$ cat src/rtl/scl_tim_pkg.sv
package scl_tim_pkg;

  typedef enum logic [1:0] {
    PH_OFF  = 2'd0,
    PH_HIGH = 2'd1,
    PH_LOW  = 2'd2
  } phase_e;

  typedef enum logic [1:0] {
    RATIO_EVEN = 2'd0,
    RATIO_1_2  = 2'd1,
    RATIO_9_16 = 2'd2
  } ratio_e;

  function automatic ratio_e ratio_of(input logic fast, input logic duty);
    if (!fast)     return RATIO_EVEN;
    else if (duty) return RATIO_9_16;
    else           return RATIO_1_2;
  endfunction

endpackage

$ cat src/rtl/scl_sync.sv
module scl_sync #(
  parameter int STAGES = 2
) (
  input  logic clk,
  input  logic rst_n,
  input  logic d,
  output logic q
);
  generate
    if (STAGES == 0) begin : g_bypass
      assign q = d;
    end else begin : g_chain
      logic [STAGES-1:0] sync_q;
      logic [STAGES-1:0] sync_d;
      always_comb begin
        sync_d = {sync_q[STAGES-2+((STAGES>1)?0:1):0], d};
      end
      always_ff @(posedge clk or negedge rst_n) begin
        if (!rst_n) sync_q <= '1;
        else        sync_q <= sync_d;
      end
      assign q = sync_q[STAGES-1];
    end
  endgenerate
endmodule

$ cat src/rtl/scl_param_calc.sv
module scl_param_calc
  import scl_tim_pkg::*;
#(
  parameter int CNT_W    = 12,
  parameter int FREQ_W   = 6,
  parameter int RISE_W   = 6,
  parameter int LEN_W    = 17,
  parameter int MIN_STD  = 4,
  parameter int MIN_FD   = 1,
  parameter int FREQ_MIN = 2,
  parameter int FREQ_MAX = 42
) (
  input  logic              clk,
  input  logic              rst_n,
  input  logic [CNT_W-1:0]  cnt_cfg,
  input  logic              fast_sel,
  input  logic              duty_sel,
  input  logic [FREQ_W-1:0] freq_mhz,
  input  logic [RISE_W-1:0] rise_cfg,
  output logic [LEN_W-1:0]  hi_tgt,
  output logic [LEN_W-1:0]  lo_len,
  output logic [RISE_W-1:0] rise_calc
);
  localparam int PROD_W = FREQ_W + 9;

  ratio_e             ratio;
  logic [CNT_W-1:0]   min_cnt;
  logic [CNT_W-1:0]   eff_cnt;
  logic [LEN_W-1:0]   eff_ext;
  logic [LEN_W-1:0]   hi_base;
  logic [LEN_W-1:0]   rise_ext;
  logic [FREQ_W-1:0]  freq_cl;
  logic [PROD_W-1:0]  prod;
  logic [PROD_W-1:0]  quot;

  // Count floor and ratio expansion
  always_comb begin
    ratio   = ratio_of(fast_sel, duty_sel);
    min_cnt = (ratio == RATIO_9_16) ? CNT_W'(MIN_FD) : CNT_W'(MIN_STD);
    eff_cnt = (cnt_cfg < min_cnt) ? min_cnt : cnt_cfg;
    eff_ext = LEN_W'(eff_cnt);
    case (ratio)
      RATIO_1_2: begin
        hi_base = eff_ext;
        lo_len  = eff_ext << 1;
      end
      RATIO_9_16: begin
        hi_base = (eff_ext << 3) + eff_ext;
        lo_len  = eff_ext << 4;
      end
      default: begin
        hi_base = eff_ext;
        lo_len  = eff_ext;
      end
    endcase
    rise_ext = LEN_W'(rise_cfg);
    hi_tgt   = (hi_base > rise_ext) ? (hi_base - rise_ext) : LEN_W'(1);
  end

  // Rise-time helper from the frequency code
  always_comb begin
    if (freq_mhz < FREQ_W'(FREQ_MIN))      freq_cl = FREQ_W'(FREQ_MIN);
    else if (freq_mhz > FREQ_W'(FREQ_MAX)) freq_cl = FREQ_W'(FREQ_MAX);
    else                                   freq_cl = freq_mhz;
    prod = PROD_W'(freq_cl) * PROD_W'(300);
    quot = prod / PROD_W'(1000);
    if (fast_sel) rise_calc = RISE_W'(quot) + RISE_W'(1);
    else          rise_calc = RISE_W'(freq_cl) + RISE_W'(1);
  end

  // the count feeding the expansion never drops under its floor
  a_r4_floor: assert property (@(posedge clk) disable iff (!rst_n)
    (eff_cnt >= CNT_W'(MIN_FD)) && (fast_sel && duty_sel || eff_cnt >= CNT_W'(MIN_STD)));
  // the high target is never zero
  a_r6_target_nonzero: assert property (@(posedge clk) disable iff (!rst_n)
    hi_tgt != '0);
  // helper output stays inside the range of the clamped code
  a_r10_rise_range: assert property (@(posedge clk) disable iff (!rst_n)
    (rise_calc >= RISE_W'(1)) && (rise_calc <= RISE_W'(FREQ_MAX + 1)));
endmodule

$ cat src/rtl/scl_phase_fsm.sv
module scl_phase_fsm
  import scl_tim_pkg::*;
#(
  parameter int LEN_W = 17
) (
  input  logic             clk,
  input  logic             rst_n,
  input  logic             enable,
  input  logic             scl_hi,
  input  logic [LEN_W-1:0] hi_tgt_in,
  input  logic [LEN_W-1:0] lo_len_in,
  output logic             scl_drive_low,
  output logic             hi_strobe,
  output logic             lo_strobe
);
  phase_e           state_q, state_d;
  logic [LEN_W-1:0] cnt_q, cnt_d, cnt_inc;
  logic [LEN_W-1:0] hi_tgt_q, lo_len_q;
  logic             cfg_load;

  assign cfg_load = !enable;

  always_comb begin
    state_d = state_q;
    cnt_d   = cnt_q;
    cnt_inc = cnt_q + LEN_W'(1);
    case (state_q)
      PH_OFF: begin
        if (enable) begin
          state_d = PH_HIGH;
          cnt_d   = '0;
        end
      end
      PH_HIGH: begin
        if (!enable) begin
          state_d = PH_OFF;
          cnt_d   = '0;
        end else if (scl_hi) begin
          if (cnt_inc == hi_tgt_q) begin
            state_d = PH_LOW;
            cnt_d   = '0;
          end else begin
            cnt_d = cnt_inc;
          end
        end
      end
      PH_LOW: begin
        if (!enable) begin
          state_d = PH_OFF;
          cnt_d   = '0;
        end else if (cnt_inc == lo_len_q) begin
          state_d = PH_HIGH;
          cnt_d   = '0;
        end else begin
          cnt_d = cnt_inc;
        end
      end
      default: begin
        state_d = PH_OFF;
        cnt_d   = '0;
      end
    endcase
  end

  always_ff @(posedge clk or negedge rst_n) begin
    if (!rst_n) begin
      state_q <= PH_OFF;
      cnt_q   <= '0;
    end else begin
      state_q <= state_d;
      cnt_q   <= cnt_d;
    end
  end

  always_ff @(posedge clk or negedge rst_n) begin
    if (!rst_n) begin
      hi_tgt_q <= LEN_W'(1);
      lo_len_q <= LEN_W'(1);
    end else if (cfg_load) begin
      hi_tgt_q <= hi_tgt_in;
      lo_len_q <= lo_len_in;
    end
  end

  assign scl_drive_low = (state_q == PH_LOW);
  assign lo_strobe     = (state_q == PH_LOW) && (cnt_q == '0);
  assign hi_strobe     = (state_q == PH_HIGH) && scl_hi && (cnt_q == '0);

  // disabling silences the line and strobes from the next edge
  a_r8_off_quiet: assert property (@(posedge clk) disable iff (!rst_n)
    !enable |=> (!scl_drive_low && !hi_strobe && !lo_strobe));
  // captured timing holds while enabled
  a_r7_cfg_hold: assert property (@(posedge clk) disable iff (!rst_n)
    enable |=> ($stable(hi_tgt_q) && $stable(lo_len_q)));
  // the low counter never passes the captured low length
  a_r1_low_bound: assert property (@(posedge clk) disable iff (!rst_n)
    (state_q == PH_LOW) |-> (cnt_q < lo_len_q));
  // a line held low freezes the high count
  a_r5_stretch_hold: assert property (@(posedge clk) disable iff (!rst_n)
    (state_q == PH_HIGH && enable && !scl_hi) |=> (state_q == PH_HIGH && cnt_q == $past(cnt_q)));
  // strobes are exclusive and a low strobe marks the start of a pull-down
  a_r9_strobe_excl: assert property (@(posedge clk) disable iff (!rst_n)
    $onehot0({hi_strobe, lo_strobe}));
  a_r9_lo_at_edge: assert property (@(posedge clk) disable iff (!rst_n)
    lo_strobe |-> $rose(scl_drive_low));
endmodule

$ cat src/rtl/scl_timing_gen.sv
module scl_timing_gen #(
  parameter int CNT_W       = 12,
  parameter int FREQ_W      = 6,
  parameter int RISE_W      = 6,
  parameter int SYNC_STAGES = 2,
  parameter int MIN_STD     = 4,
  parameter int MIN_FD      = 1,
  parameter int FREQ_MIN    = 2,
  parameter int FREQ_MAX    = 42
) (
  input  logic              clk,
  input  logic              rst_n,
  input  logic              enable,
  input  logic [FREQ_W-1:0] freq_mhz,
  input  logic [CNT_W-1:0]  cnt_cfg,
  input  logic              fast_sel,
  input  logic              duty_sel,
  input  logic [RISE_W-1:0] rise_cfg,
  input  logic              scl_in,
  output logic              scl_drive_low,
  output logic              hi_strobe,
  output logic              lo_strobe,
  output logic [RISE_W-1:0] rise_calc
);
  localparam int LEN_W = CNT_W + 5;

  logic [LEN_W-1:0] hi_tgt;
  logic [LEN_W-1:0] lo_len;
  logic             scl_hi;

  scl_param_calc #(
    .CNT_W(CNT_W), .FREQ_W(FREQ_W), .RISE_W(RISE_W), .LEN_W(LEN_W),
    .MIN_STD(MIN_STD), .MIN_FD(MIN_FD), .FREQ_MIN(FREQ_MIN), .FREQ_MAX(FREQ_MAX)
  ) u_calc (
    .clk(clk), .rst_n(rst_n),
    .cnt_cfg(cnt_cfg), .fast_sel(fast_sel), .duty_sel(duty_sel),
    .freq_mhz(freq_mhz), .rise_cfg(rise_cfg),
    .hi_tgt(hi_tgt), .lo_len(lo_len), .rise_calc(rise_calc)
  );

  scl_sync #(.STAGES(SYNC_STAGES)) u_sync (
    .clk(clk), .rst_n(rst_n), .d(scl_in), .q(scl_hi)
  );

  scl_phase_fsm #(.LEN_W(LEN_W)) u_fsm (
    .clk(clk), .rst_n(rst_n), .enable(enable), .scl_hi(scl_hi),
    .hi_tgt_in(hi_tgt), .lo_len_in(lo_len),
    .scl_drive_low(scl_drive_low), .hi_strobe(hi_strobe), .lo_strobe(lo_strobe)
  );
endmodule

$ cat config.mk
export PLATFORM = sky130hd
export DESIGN_NAME = scl_timing_gen
export DESIGN_NICKNAME = d
export VERILOG_FILES = /design/src/rtl/scl_tim_pkg.sv /design/src/rtl/scl_sync.sv /design/src/rtl/scl_param_calc.sv /design/src/rtl/scl_phase_fsm.sv /design/src/rtl/scl_timing_gen.sv
export SDC_FILE = /design/constraint.sdc
export NUM_CORES = 1
export LEC_CHECK = 0
export BUFFER_PORTS_ARGS = -buffer_cell sky130_fd_sc_hd__buf_2
export CORE_MARGIN = 4
export CORE_UTILIZATION = 27
export DETAILED_ROUTE_END_ITERATION = 8
export PLACE_DENSITY_LB_ADDON = 0.2
export SYNTH_ARGS = -nofsm -noshare
export SYNTH_HDL_FRONTEND = slang
export SYNTH_SLANG_ARGS = --single-unit
$ cat constraint.sdc
create_clock -name clk -period 9.4 [get_ports clk]
set_input_delay 0 -clock clk [delete_from_list [all_inputs] [get_ports clk]]
set_output_delay 0 -clock clk [all_outputs]
set_load 0.02 [all_outputs]
==> results of run 1 <==
[routing by layer]
layer  vias up  routed length, um  GRT usage
met5         -                  0          0
li1       3131                  -          -
met1      2877              10620     0.2208
met3         9                719    0.01398
met2       114               8657     0.2113
met4         0                123    0.01743
[worst max-delay path by stage]
stage                     cells past startpoint  slack [ps]      endpoint
final                                        31         880  rise_calc[4]
after floorplan                              32        2270  rise_calc[4]
after CTS                                    31         890  rise_calc[4]
after global placement                       31        1040  rise_calc[4]
after detailed placement                     31         910  rise_calc[4]
after global routing                         31         170  rise_calc[4]
[area by class of cell]
cell class	count	area share
Sequential cell	54	0.1834
Inverter	42	0.02131
Timing Repair Buffer	48	0.03654
Multi-Input combinational cell	716	0.6845
Clock buffer	6	0.01742
Tap cell	324	0.05480
Clock inverter	2	0.002030
[kinds of logic after synthesis]
family          after synthesis
simple gates                310
compound gates              235
buf+inv                      93
xor+xnor                     91
fa+ha+maj                    57
flops                        54
mux                          23
[where the power goes]
part | total, W | switching [W] | internal [W]
combinational | 0.00111 | 0.000707 | 0.000403
clock | 0.000188 | 0.0000892 | 0.0000992
sequential | 0.000283 | 0.0000258 | 0.000257
[stage by stage]
stage                     instances  instance area (um2)  worst slack (ps)
after detailed placement       1182                 7233             913.1
after CTS                      1192                 7397             892.3
final                          1192                 7397             881.8
after floorplan                 863                 6804              2273
after global placement         1182                 7233              1042
after global routing           1192                 7397             165.5
[registers in the layout (all words and copies together), names as in the netlist]
register / flops
u_fsm.hi_tgt_q: 17
u_sync.g_chain.sync_q: 2
u_fsm.state_q: 2
u_fsm.cnt_q: 17
u_fsm.lo_len_q: 16
[cell usage in the layout (no fill, tap or decap), types with 10 or more instances in the layout]
cell type / n
a21o_1: 12
a21oi_1: 39
a22o_1: 14
and3_1: 12
buf_2: 38
dfrtp_1: 50
ha_1: 50
inv_1: 41
mux2i_1: 14
nand2_1: 94
nand2b_1: 12
nand3_1: 34
nand4_1: 10
nor2_1: 61
nor3_1: 25
nor4_1: 13
o211ai_1: 13
o21a_1: 10
o21ai_0: 59
xnor2_1: 54
xor2_1: 35
[worst min-delay path, cell delays in order]
cell and delay, ps:
buf_2 160, nand2_1 70, o21ai_0 60
==> impl_metrics.csv, run 1 <==
group,metric,value,unit
outcome,status,"finished clean",
synthesis,synth_xor_area_frac,0.1210,
clock_network,cts_resized,0,
synthesis,avgSynthCellArea,7.884,um2
power_and_ir_drop,ir_worst_vdd,0.06618,mV
power_and_ir_drop,leakage,3.008,nW
grt,grt_pass1_wl,32420,um
critical_path,r2r_start,"u_fsm.cnt_q[0]",
clock_network,clk-insertion-delay-late,300,ps
floorplanning,ioPinCount,39,
sta,finClkSkew,11.14,ps
grt,grt_usage,0.1401,
synthesis,synth_seq_cells,54,
detailed_routing,vias_per_cell,5.143,
synthesis,synth_top_area_frac,0.1839,
critical_path,crit_fanout,13,
synthesis,synth_fp_nets,950,
clock_network,cts_tree,"built",
power_and_ir_drop,cellPowerDensity,213.9,nW/um2
sta,maxSlewHeadroom,0.2579,
critical_path,critical_path_class,"in -> out",
layout,final_nets,954,
sta,final_hold_viol_count,0,
clock_network,cts_setup_buffers,0,
hold_path,min_from,"cnt_cfg[11]",
floorplanning,start_util,0.2773,
layout,diodes,0,
critical_path,cp.required,9400,ps
floorplanning,die-height,166.7,um
critical_path,crit_path_start_kind,"input pin",
synthesis,synth_common_cells,"94 x nand2_1, 61 x nor2_1, 59 x o21ai_0",
synthesis,synth-edff-count,0,
critical_path,worst-path-buf-inv,4,
sta,tns,0,ps
synthesis,synth_top_family_by_area,"compound AO/OA/AOI/OAI gates",
clock_network,numCtsBuffers,5,
layout,drive_gt1_frac,0.1106,
detailed_routing,drt_wl_total,20120,um
sta,setup_violations,0,
synthesis,ys_seq_area_frac,0.1993,
sta,max_freq,117.4,MHz
sta,rsz0062_at_grt,"false",
clock_network,clk_pin_slew,80,ps
synthesis,synth_top_area_cell,"dfrtp_1",
critical_path,r2r-end,"u_fsm.cnt_q[5]",
floorplanning,die-area,27800,um2
hold_path,hold_end,"u_fsm.lo_len_q[15]",
grt,antenna_found_initial,0,
floorplanning,rows,57,
critical_path,slowest_stage,"xnor2_1",
clock_network,cts_htree_levels,2,
synthesis,synth_compound_area_frac,0.2442,
sta,layout_min_cycle_time,8518,ps
synthesis,synthTopCellsByArea,"dfrtp_1 18%, ha_1 9.2%, xnor2_1 7.0%",
critical_path,crit_family,"compound AO/OA/AOI/OAI gates",
synthesis,synth-adder-area-share,0.1125,
detailed_routing,drt-initial-drc-count,480,
detailed_routing,drc,0,
clock_network,hold_buffers,2,
grt,grt_start_max_net_pins,56,
synthesis,yosys.area_share.simple,0.2282,
sta,whs,34.99,ps
hold_path,hold_depth,3,
critical_path,crit_path_max_incr_delay,750,ps
synthesis,yosys_warnings,0,
layout,syn2layout_area_growth,8.716,%
grt,grt_overflow,0,
place,portBuffers,38,
grt,grt_pass1_vias,5731,
layout,fillers,2638,
synthesis,synthMuxAreaShare,0.03825,
detailed_routing,vias,6131,
synthesis,yosysUniqueCellTypes,89,
place,gp_congestion,0.8298,
sta,worst_pin_slew,1109,ps
layout,regArea,1356,um2
critical_path,reg2reg_slack,5160,ps
synthesis,ys_dominant_reg_cell,"dfrtp_1",
clock_network,cts_sinks,54,
layout,utilization,0.3015,
critical_path,r2r_cells,14,
critical_path,critPathLaunch,"freq_mhz[5]",
detailed_routing,first_pass_iters,4,
detailed_routing,wl_per_cell,16.88,um
sta,period_share,0.9062,
synthesis,synth_most_common_cell,"nand2_1",
clock_network,clockBufferDepth,2,
floorplanning,core_region_area,24530,um2
place,hpwl,15530,um
hold_path,holdCritPathClass,"in -> reg",
job,drv_cap,0,
critical_path,end_kind,"output pin",
detailed_routing,ant_nets,0,
sta,slew_violations,0,
layout,multi_input_area,5064,um2
synthesis,synth_async_sr_flop_share,1.000,
synthesis,synth_cells,863,
critical_path,crit_top_cell,"ha_1",
critical_path,worstPathArrival,8520,ps
clock_network,clockRootBuffer,"clkbuf_16",
power_and_ir_drop,p_total,0.001582,W
synthesis,synth_area,6804,um2
floorplanning,fp.dieW,166.7,um
Note: power is estimated with default switching activity, not from simulation.
==> inputs of run 2 (changes only) <==
==> constraint.sdc (replaced) <==
create_clock -name clk -period 9.4 [get_ports clk]
set_input_delay 1.88 -clock clk [delete_from_list [all_inputs] [get_ports clk]]
set_output_delay 1.88 -clock clk [all_outputs]
set_load 0.02 [all_outputs]
==> impl_metrics.csv, run 2 (synthesis results as in run 1) <==
group,metric,value,unit
outcome,status,"finished, violations left",
hold_path,hold_depth,0,
sta,finClkSkew,6.942,ps
detailed_routing,vias,6895,
grt,grt_start_max_net_pins,56,
sta,slew_violations,0,
floorplanning,die-area,27800,um2
hold_path,min_from,"u_sync.g_chain.sync_q[0]",
critical_path,end_kind,"output pin",
clock_network,numCtsBuffers,5,
layout,reg_top3,"u_fsm.cnt_q x17, u_fsm.hi_tgt_q x17, u_fsm.lo_len_q x16",
detailed_routing,first_pass_iters,4,
sta,tns,-5128,ps
clock_network,clk-insertion-delay-late,300,ps
clock_network,clk_pin_slew,70,ps
sta,worst_pin_slew,964.3,ps
place,portBuffers,38,
detailed_routing,wl_per_cell,16.13,um
outcome,violations,"setup timing",
critical_path,reg2reg_slack,5050,ps
job,drv_cap,0,
sta,layout_min_cycle_time,10390,ps
critical_path,r2r-end,"u_fsm.cnt_q[5]",
power_and_ir_drop,ir_worst_vdd,0.1120,mV
layout,syn2layout_area_growth,43.69,%
critical_path,crit_path_start_kind,"input pin",
floorplanning,start_util,0.2773,
detailed_routing,drt_wl_total,22470,um
detailed_routing,ant_nets,0,
floorplanning,die-height,166.7,um
grt,grt_usage,0.1582,
layout,final_nets,1155,
hold_path,hold_end,"u_sync.g_chain.sync_q[1]",
layout,diodes,0,
critical_path,critical_path_class,"in -> out",
place,hpwl,17600,um
critical_path,worstPathArrival,8510,ps
sta,rsz0062_at_grt,"true",
detailed_routing,drt-initial-drc-count,424,
grt,grt_pass1_wl,36540,um
critical_path,crit_path_max_incr_delay,560,ps
power_and_ir_drop,cellPowerDensity,249.0,nW/um2
grt,antenna_found_initial,0,
critical_path,r2r_cells,14,
clock_network,cts_sinks,54,
power_and_ir_drop,leakage,4.172,nW
sta,period_share,1.106,
grt,grt_pass1_vias,6754,
layout,layout_commonest_cell,"buf_4",
floorplanning,ioPinCount,39,
floorplanning,core_region_area,24530,um2
critical_path,r2r_start,"u_fsm.cnt_q[0]",
floorplanning,rows,57,
place,dp_slack,-1232,ps
grt,grt_overflow,0,
clock_network,clockRootBuffer,"clkbuf_16",
sta,final_hold_viol_count,0,
critical_path,crit_family,"simple AND/OR/NAND/NOR gates",
hold_path,holdCritPathClass,"reg -> reg",
layout,drive_gt1_frac,0.3611,
detailed_routing,vias_per_cell,4.950,
sta,worst_slack,-994.6,ps
critical_path,crit_fanout,8,
detailed_routing,drc,0,
place,gp_congestion,0.8144,
clock_network,cts_tree,"built",
clock_network,cts_htree_levels,2,
clock_network,clockBufferDepth,2,
critical_path,cp.required,7520,ps
sta,max_freq,96.20,MHz
critical_path,worst-path-buf-inv,7,
critical_path,slowest_stage,"fa_1",
power_and_ir_drop,p_total,0.002434,W
layout,fillers,2534,
sta,setup_violations,6,
layout,layout_common_cells,"201 x buf_4, 93 x nand2_1, 60 x nor2_1",
sta,maxSlewHeadroom,0.3548,
floorplanning,fp.dieW,166.7,um
run 2: changes by cell type in the layout (fill, tap and decap cells not counted), sizes merged:
cell / previous run / this run
buf: 46 / 249
clkinv: 1 / 3
clkinvlp: 2 / 0
dlygate4sd3: 2 / 0
run 2: worst max-delay path by stage:
stage	start	depth (start not counted)	end	slack (ps)
after floorplan	freq_mhz[5]	33	rise_calc[4]	-670
after global placement	freq_mhz[3]	33	rise_calc[4]	-1180
after detailed placement	freq_mhz[3]	32	rise_calc[4]	-1230
after CTS	freq_mhz[5]	32	rise_calc[4]	-920
after global routing	freq_mhz[5]	35	rise_calc[4]	-1340
final	freq_mhz[5]	33	rise_calc[4]	-990
run 2: layer usage:
layer / vias to the layer above / global-route usage / share of wire / wire length [um]
li1: 3523 / - / - / -
met1: 3253 / 0.2500 / 0.54 / 12070
met2: 110 / 0.2407 / 0.43 / 9667
met3: 9 / 0.01351 / 0.025 / 571
met4: 0 / 0.01850 / 0.0071 / 159
met5: - / 0 / 0 / 0
run 2: power breakdown:
group / internal, W / switching [W]
Clock: 0.000107 / 0.0000891
Sequential: 0.000257 / 0.0000259
Combinational: 0.000969 / 0.000986
Total: 0.00133 / 0.00110
run 2: repair_timing:
item / 4_1_cts / 5_1_grt
buffers inserted: 27 / 8
pin swaps: 49 / 21
setup endpoints to repair: 6 / 6
hold buffers: 0 / 0
resized for setup: 71 / 24
cloned: 0 / 0
run 2: cell type report:
| type | count | area, um2 | share of cell area |
|---|---|---|---|
| clock buffers | 6 | 138.9 | 0.01421 |
| clock inverters | 2 | 17.52 | 0.001792 |
| inverters | 42 | 160.2 | 0.01638 |
| multi-input cells | 716 | 5811 | 0.5943 |
| flip-flops and latches | 54 | 1356 | 0.1387 |
| well taps | 324 | 405.4 | 0.04146 |
| repair buffers | 249 | 1888 | 0.1931 |
run 2: per-stage QoR:
step	instances	util	hold slack [ps]	cell area [um2]
global placement	1351	0.3617	345.6	8875
detailed placement	1351	0.3617	358.4	8875
floorplan	863	-	345.2	7193
CTS	1385	0.3899	369.2	9567
finish	1393	0.3985	371.1	9777
global route	1393	0.3985	370.8	9777
